`src/rtl/cmplx_mul_pkg.sv`:
```
package cmplx_mul_pkg;
  // Default widths for the datapath
  localparam int CM_DW    = 16;
  localparam int CM_MAXSH = 16;
  localparam int CM_SHW   = $clog2(CM_MAXSH + 1);

  typedef enum logic {
    CM_MODE_MUL = 1'b0,
    CM_MODE_DET = 1'b1
  } cm_mode_e;
endpackage

```
`src/rtl/cmplx_mul_prod.sv`:
```
// Stage 1: operand selection and four signed partial products.
module cmplx_mul_prod
  import cmplx_mul_pkg::*;
#(
  parameter int DW  = CM_DW,
  parameter int SHW = CM_SHW,
  localparam int PW = 2 * DW
) (
  input  logic                 clk,
  input  logic                 rst_n,
  input  logic                 v_in,
  input  logic                 det_in,
  input  logic [SHW-1:0]       sh_in,
  input  logic signed [DW-1:0] a_re,
  input  logic signed [DW-1:0] a_im,
  input  logic signed [DW-1:0] b_re,
  input  logic signed [DW-1:0] b_im,
  output logic                 v_q,
  output logic                 det_q,
  output logic [SHW-1:0]       sh_q,
  output logic signed [PW-1:0] prod_q [4]
);
  // Product index map: 0 = a_re*y0, 1 = a_im*y1, 2 = a_re*b_im, 3 = a_im*b_re
  // In detect mode y0/y1 become the input itself, giving the two squares.
  for (genvar g = 0; g < 4; g++) begin : g_mul
    logic signed [DW-1:0] opx;
    logic signed [DW-1:0] opy;
    assign opx = (g % 2 == 0) ? a_re : a_im;
    if (g == 0) begin : g_y0
      assign opy = (det_in == CM_MODE_DET) ? a_re : b_re;
    end else if (g == 1) begin : g_y1
      assign opy = (det_in == CM_MODE_DET) ? a_im : b_im;
    end else if (g == 2) begin : g_y2
      assign opy = b_im;
    end else begin : g_y3
      assign opy = b_re;
    end

    always_ff @(posedge clk or negedge rst_n) begin
      if (!rst_n) prod_q[g] <= '0;
      else        prod_q[g] <= opx * opy;
    end
  end

  always_ff @(posedge clk or negedge rst_n) begin
    if (!rst_n) begin
      v_q   <= 1'b0;
      det_q <= 1'b0;
      sh_q  <= '0;
    end else begin
      v_q   <= v_in;
      det_q <= det_in;
      sh_q  <= sh_in;
    end
  end
endmodule

```
`src/rtl/cmplx_mul_sum.sv`:
```
// Stage 2: combine partial products into full-precision real/imag sums.
module cmplx_mul_sum
  import cmplx_mul_pkg::*;
#(
  parameter int DW  = CM_DW,
  parameter int SHW = CM_SHW,
  localparam int PW = 2 * DW,
  localparam int SW = PW + 1
) (
  input  logic                 clk,
  input  logic                 rst_n,
  input  logic                 v_in,
  input  logic                 det_in,
  input  logic [SHW-1:0]       sh_in,
  input  logic signed [PW-1:0] prod_in [4],
  output logic                 v_q,
  output logic                 det_q,
  output logic [SHW-1:0]       sh_q,
  output logic signed [SW-1:0] sum_re_q,
  output logic signed [SW-1:0] sum_im_q
);
  logic signed [SW-1:0] p0, p1, p2, p3;
  logic signed [SW-1:0] re_nx, im_nx;

  assign p0 = SW'(prod_in[0]);
  assign p1 = SW'(prod_in[1]);
  assign p2 = SW'(prod_in[2]);
  assign p3 = SW'(prod_in[3]);

  always_comb begin
    if (det_in == CM_MODE_DET) begin
      re_nx = p0 + p1;
      im_nx = '0;
    end else begin
      re_nx = p0 - p1;
      im_nx = p2 + p3;
    end
  end

  always_ff @(posedge clk or negedge rst_n) begin
    if (!rst_n) begin
      v_q      <= 1'b0;
      det_q    <= 1'b0;
      sh_q     <= '0;
      sum_re_q <= '0;
      sum_im_q <= '0;
    end else begin
      v_q      <= v_in;
      det_q    <= det_in;
      sh_q     <= sh_in;
      sum_re_q <= re_nx;
      sum_im_q <= im_nx;
    end
  end

  // a squared magnitude is never negative
  det_nonneg_chk: assert property (@(posedge clk) disable iff (!rst_n)
    (v_q && det_q) |-> (sum_re_q >= 0));
endmodule

```
`src/rtl/cmplx_mul_rnd.sv`:
```
// Stage 3: scale, round half up, clip to the output width.
module cmplx_mul_rnd
  import cmplx_mul_pkg::*;
#(
  parameter int DW    = CM_DW,
  parameter int SHW   = CM_SHW,
  parameter int MAXSH = CM_MAXSH,
  localparam int SW   = 2 * DW + 1,
  localparam int RW   = SW + 1
) (
  input  logic                 clk,
  input  logic                 rst_n,
  input  logic                 v_in,
  input  logic                 det_in,
  input  logic [SHW-1:0]       sh_in,
  input  logic signed [SW-1:0] sum_re,
  input  logic signed [SW-1:0] sum_im,
  output logic                 out_valid,
  output logic                 out_det,
  output logic signed [DW-1:0] out_re,
  output logic signed [DW-1:0] out_im
);
  localparam logic signed [RW-1:0] LIM_HI = RW'((64'sd1 <<< (DW - 1)) - 1);
  localparam logic signed [RW-1:0] LIM_LO = -RW'(64'sd1 <<< (DW - 1));
  localparam logic signed [DW-1:0] OUT_HI = {1'b0, {(DW-1){1'b1}}};
  localparam logic signed [DW-1:0] OUT_LO = {1'b1, {(DW-1){1'b0}}};

  function automatic logic signed [RW-1:0] shift_round(
    input logic signed [SW-1:0] s, input logic [SHW-1:0] k);
    logic signed [RW-1:0] ext;
    logic signed [RW-1:0] half;
    ext = RW'(s);
    if (k == '0) return ext;
    half = RW'(1) <<< (k - 1'b1);
    return (ext + half) >>> k;
  endfunction

  function automatic logic signed [DW-1:0] clip(
    input logic signed [RW-1:0] r, input logic hi, input logic lo);
    if (hi) return OUT_HI;
    if (lo) return OUT_LO;
    return r[DW-1:0];
  endfunction

  logic [SHW-1:0]       k_eff;
  logic signed [RW-1:0] rnd_re, rnd_im;
  logic                 sat_hi_re, sat_lo_re, sat_hi_im, sat_lo_im;

  assign k_eff     = (sh_in > SHW'(MAXSH)) ? SHW'(MAXSH) : sh_in;
  assign rnd_re    = shift_round(sum_re, k_eff);
  assign rnd_im    = shift_round(sum_im, k_eff);
  assign sat_hi_re = rnd_re > LIM_HI;
  assign sat_lo_re = rnd_re < LIM_LO;
  assign sat_hi_im = rnd_im > LIM_HI;
  assign sat_lo_im = rnd_im < LIM_LO;

  always_ff @(posedge clk or negedge rst_n) begin
    if (!rst_n) begin
      out_valid <= 1'b0;
      out_det   <= 1'b0;
      out_re    <= '0;
      out_im    <= '0;
    end else if (!v_in) begin
      out_valid <= 1'b0;
      out_det   <= 1'b0;
      out_re    <= '0;
      out_im    <= '0;
    end else begin
      out_valid <= 1'b1;
      out_det   <= det_in;
      out_re    <= clip(rnd_re, sat_hi_re, sat_lo_re);
      out_im    <= clip(rnd_im, sat_hi_im, sat_lo_im);
    end
  end


  sat_hi_re_chk: assert property (@(posedge clk) disable iff (!rst_n)
    (v_in && sat_hi_re) |=> (out_re == OUT_HI));

  sat_lo_re_chk: assert property (@(posedge clk) disable iff (!rst_n)
    (v_in && sat_lo_re) |=> (out_re == OUT_LO));

  sat_hi_im_chk: assert property (@(posedge clk) disable iff (!rst_n)
    (v_in && sat_hi_im) |=> (out_im == OUT_HI));

  det_im_zero_chk: assert property (@(posedge clk) disable iff (!rst_n)
    (out_valid && out_det) |-> (out_im == '0));
endmodule

```
`src/rtl/cmplx_mul_rs.sv`:
```
// Top: three-stage complex multiplier / power detector.
module cmplx_mul_rs
  import cmplx_mul_pkg::*;
#(
  parameter int DW    = CM_DW,
  parameter int MAXSH = CM_MAXSH,
  parameter int SHW   = 5,
  localparam int PW   = 2 * DW,
  localparam int SW   = PW + 1
) (
  input  logic                 clk,
  input  logic                 rst_n,
  input  logic                 in_valid,
  input  logic                 det_mode,
  input  logic [SHW-1:0]       shift,
  input  logic signed [DW-1:0] a_re,
  input  logic signed [DW-1:0] a_im,
  input  logic signed [DW-1:0] b_re,
  input  logic signed [DW-1:0] b_im,
  output logic                 out_valid,
  output logic signed [DW-1:0] out_re,
  output logic signed [DW-1:0] out_im
);
  logic                 v1, det1, v2, det2, det3;
  logic [SHW-1:0]       sh1, sh2;
  logic signed [PW-1:0] prod [4];
  logic signed [SW-1:0] sum_re, sum_im;

  cmplx_mul_prod #(.DW(DW), .SHW(SHW)) u_prod (
    .clk(clk), .rst_n(rst_n), .v_in(in_valid), .det_in(det_mode),
    .sh_in(shift), .a_re(a_re), .a_im(a_im), .b_re(b_re), .b_im(b_im),
    .v_q(v1), .det_q(det1), .sh_q(sh1), .prod_q(prod)
  );

  cmplx_mul_sum #(.DW(DW), .SHW(SHW)) u_sum (
    .clk(clk), .rst_n(rst_n), .v_in(v1), .det_in(det1), .sh_in(sh1),
    .prod_in(prod), .v_q(v2), .det_q(det2), .sh_q(sh2),
    .sum_re_q(sum_re), .sum_im_q(sum_im)
  );

  cmplx_mul_rnd #(.DW(DW), .SHW(SHW), .MAXSH(MAXSH)) u_rnd (
    .clk(clk), .rst_n(rst_n), .v_in(v2), .det_in(det2), .sh_in(sh2),
    .sum_re(sum_re), .sum_im(sum_im), .out_valid(out_valid),
    .out_det(det3), .out_re(out_re), .out_im(out_im)
  );

  // Edges seen since reset release, saturating at 3 (assertion support)
  logic [1:0] edges_q;
  always_ff @(posedge clk or negedge rst_n) begin
    if (!rst_n)               edges_q <= '0;
    else if (edges_q != 2'd3) edges_q <= edges_q + 2'd1;
  end


  latency_chk: assert property (@(posedge clk) disable iff (!rst_n)
    (edges_q == 2'd3 && $past(in_valid, 3)) |-> out_valid);

  no_spurious_chk: assert property (@(posedge clk) disable iff (!rst_n)
    out_valid |-> (edges_q == 2'd3 && $past(in_valid, 3)));

  idle_zero_chk: assert property (@(posedge clk) disable iff (!rst_n)
    !out_valid |-> (out_re == '0 && out_im == '0));
endmodule

```
`config.mk`:
```
export PLATFORM = sky130hd
export DESIGN_NAME = cmplx_mul_rs
export DESIGN_NICKNAME = d
export VERILOG_FILES = /design/src/rtl/cmplx_mul_pkg.sv /design/src/rtl/cmplx_mul_prod.sv /design/src/rtl/cmplx_mul_sum.sv /design/src/rtl/cmplx_mul_rnd.sv /design/src/rtl/cmplx_mul_rs.sv
export SDC_FILE = /design/constraint.sdc
export NUM_CORES = 2
export LEC_CHECK = 0
export CORE_MARGIN = 3
export CORE_UTILIZATION = 40
export DETAILED_ROUTE_END_ITERATION = 7
export HOLD_SLACK_MARGIN = 0.05
export PLACE_DENSITY = 0.58
export SYNTH_ARGS = -nofsm -noshare
export SYNTH_HDL_FRONTEND = slang
export SYNTH_SLANG_ARGS = --single-unit
```
`constraint.sdc`:
```
create_clock -name clk -period 8.85 [get_ports clk]
set_input_delay 1.3275 -clock clk [delete_from_list [all_inputs] [get_ports clk]]
set_output_delay 1.3275 -clock clk [all_outputs]
set_load 0.01 [all_outputs]
```
==> flow_summary_export.csv <==
group,metric,value,unit
run_status,run_status,"complete, no violations",
synthesis,post_synth.cell_area_avg,8.83,sq um
place,dpl.cell_count,8499,
cells_and_area,nNetsFinal,8207,
setup_path,cp.required,9.32,ns
place,io_buffer_count,105,
clocking,path_clk_slew,0.06,ns
setup_path,worst-r2r-setup-slack,1.34,ns
clocking,cts_post_setup_buffers_inserted,0,
timing,final_hold_vios,0,
cells_and_area,post_layout_nonfiller_instances,8562,
place,post-place-ws,0.178,ns
floorplanning,boundaryPins,106,
synthesis,asyncSetResetFlopFracSynth,1.00,
global_route,grt_pass1_vias,47800,
global_route,global_route.usage.total,0.246,
timing,postLayoutSetupSlackWorst,0.734,ns
routing,post_drt_wl_per_cell,21.4,um
synthesis,netlist.top_cell.by_area,"fa_1",
clocking,clock_tree_root_buffer_cell,"clkbuf_16",
clocking,cts_resized,0,
routing,via_total_after_detailed_routing,46000,
clocking,clock_tree.htree_level_count,1,
min_path,hold_path_depth,0,
routing,dr_vias_cell,5.37,
synthesis,synth-warning-count,0,
cells_and_area,share_of_final_layout_standard_cells_stronger_than_drive_strength_1,0.0567,
timing,maxSlewViolCount,0,
timing,worstMarginPinSlew,1.14,ns
min_path,min_from,"u_prod.sh_q[4]$_DFF_PN0_",
setup_path,critPathArrivalTime,8.59,ns
routing,first_pass_iters,8,
setup_path,crit-reg2reg-launch,"u_sum.sh_q[4]$_DFF_PN0_",
timing,setup_viol,0,
floorplanning,core.rowCount,139,
synthesis,synthesis.instances,6564,
min_path,min_delay_worst_endpoint,"u_sum.sh_q[4]$_DFF_PN0_",
floorplanning,die_footprint,149000,sq um
synthesis,synth_seq_area_share,0.104,
place,final_replace_weighted_congestion,0.968,
floorplanning,starting_utilization_of_the_core_area,0.403,
synthesis,area_share_of_fa_ha_maj_cells_after_synthesis,0.462,
timing,min_period,8.12,ns
timing,fin_skew,0.0152,ns
place,dp_hpwl,150000,um
global_route,grt_pass1_wl,285000,um
synthesis,synthSimpleGateAreaFrac,0.163,
routing,antenna_left,0,
setup_path,worst_r2r_endpoint,"u_rnd.out_im[8]$_DFF_PN0_",
job,maxCapViolCount,0,
global_route,grt_max_degree,139,
synthesis,yosysUniqueCellTypes,96,
clocking,cts_buffer_depth,3,
clocking,hold_buffers,0,
global_route,grt_antenna_before_repair,7,
setup_path,worst-r2r-cell-count,19,
timing,rsz0062_at_grt,"false",
synthesis,post_synth_instance_area,57900,sq um
synthesis,synth.ff_latch_count,240,
setup_path,critical_path_peak_fanout,15,
cells_and_area,syn2layout_area_growth,8.97,%
timing,fin_tns_setup,0,ns
setup_path,end_kind,"register",
timing,fin_hold_ws,0.346,ns
clocking,clk_latency,0.61,ns
clocking,cts_tree,"yes",
synthesis,largest_family_of_logic_cells_by_synthesized_area,"adder cells",
synthesis,synth_edf_count,0,
synthesis,synth-compound-area-share,0.116,
clocking,clkSinkCount,240,
routing,remaining_drc_errors,0,
routing,wirelength,183000,um
timing,maxClockFrequency,0.123,GHz
synthesis,yosys-top-cells-count,"1,187 x inv_1, 1,052 x fa_1, 758 x nand2_1",
min_path,hp-class,"register to register",
synthesis,postSynth.topFlopCell,"dfrtp_1",
synthesis,post-synth-top-count-cell,"inv_1",
timing,min_period_over_period,0.917,
floorplanning,core-area,144000,sq um
setup_path,critPathKind,"input port to register",
routing,drc_marker_count_from_the_first_detailed_route_iteration,3191,
floorplanning,die_width,387,um
timing,timing.max_slew.rel_slack,0.230,
synthesis,top_area_cells_in_the_synthesized_netlist,"fa_1 36%, dfrtp_1 10%, ha_1 9.8%, inv_1 7.7%, nand2_1 4.9%",
setup_path,startpoint_type,"input port",
synthesis,xor_xnor_share_of_the_synthesized_area,0.0423,
synthesis,post_synth_mux_area_share,0.0159,
floorplanning,die-height,387,um
clocking,cts_made_buffers,31,
synthesis,synthDominantCellAreaShare,0.364,
global_route,global_route.overflow_total,0,
## cell type report
type / count / area (sq um)
Antenna cell: 5 / 12.5
Clock buffer: 38 / 852
Clock inverter: 20 / 199
Fill cell: 14300 / 80500
Inverter: 1188 / 4460
Multi-Input combinational cell: 4862 / 46400
Sequential cell: 240 / 6010
Tap cell: 1903 / 2380
Timing Repair Buffer: 306 / 2790
## state kept, by name, indices dropped and copies added, names as in the netlist
register / flops
u_sum.sh_q: 5
u_sum.sum_im_q: 33
u_sum.sum_re_q: 33
u_prod.det_q: 1
u_rnd.out_re: 16
u_prod.sh_q: 5
u_sum.v_q: 1
u_rnd.out_im: 16
u_rnd.out_valid: 1
u_prod.prod_q: 128
u_prod.v_q: 1
## stage by stage
| stage | util | area (sq um) |
|---|---|---|
| 3_5_place_dp | 0.432 | 62100 |
| 6_report | 0.439 | 63100 |
| 4_1_cts | 0.439 | 63100 |
| 3_3_place_gp | 0.432 | 62100 |
| 5_1_grt | 0.439 | 63100 |
| 2_1_floorplan | - | 58000 |
## cells in the final DEF, fill, tap and decap left out, types with 72 or more instances in the layout
cell / count
a21o_1: 91
a21oi_1: 288
and2_1: 327
buf_4: 183
clkdlybuf4s50_1: 103
dfrtp_1: 239
fa_1: 1052
ha_1: 453
inv_1: 1187
nand2_1: 756
nand2b_1: 72
nor2_1: 321
nor2b_1: 128
nor3_1: 77
o21ai_0: 163
xnor2_1: 184
xor2_1: 94
## critical path, cell delays in order
cell,delay [ns]
clkdlybuf4s50_1,0.82
buf_4,0.22
mux2_2,0.40
nand2_1,0.14
fa_1,0.51
fa_1,0.51
inv_1,0.05
fa_1,0.56
inv_1,0.06
fa_1,0.38
fa_1,0.51
inv_1,0.05
fa_1,0.44
ha_1,0.36
a21o_1,0.18
a21o_1,0.18
a21oi_1,0.19
o221ai_1,0.17
o41ai_1,0.29
buf_4,0.18
o21ai_0,0.12
nor2_1,0.21
o21ai_0,0.17
a2111oi_0,0.43
nor4_1,0.12
## metal layers
layer	global-route usage	share of wire
met1	0.325	0.42
met2	0.407	0.47
met3	0.0296	0.060
met4	0.105	0.051
met5	0	0
## worst max-delay path by stage
stage | from | to | slack, ns | depth (start not counted)
floorplan | det_mode | u_prod.prod_q[92]$_DFF_PN0_ | 0.55 | 25
finish | a_im[7] | u_prod.prod_q[92]$_DFF_PN0_ | 0.73 | 25
detailed placement | a_im[7] | u_prod.prod_q[92]$_DFF_PN0_ | 0.18 | 25
CTS | a_im[7] | u_prod.prod_q[92]$_DFF_PN0_ | 0.83 | 25
global route | b_im[1] | u_prod.prod_q[92]$_DFF_PN0_ | 0.28 | 28
global placement | a_im[7] | u_prod.prod_q[92]$_DFF_PN0_ | 0.27 | 25
## cells by family (layout without fill, tap and decap cells)
| family | after synthesis | count (layout) |
|---|---|---|
| AND/OR/NAND/NOR | 1947 | 1947 |
| adder cells (fa/ha/maj) | 1509 | 1509 |
| buffers and inverters | 1491 | 1552 |
| AO/OA/AOI/OAI | 1015 | 1015 |
| XOR/XNOR | 279 | 279 |
| flip-flops | 240 | 240 |
| multiplexers | 82 | 82 |
| other | 1 | 35 |
Power is not shown: default switching activity piles up to over one toggle a cycle in this logic, so the estimate is an artifact.
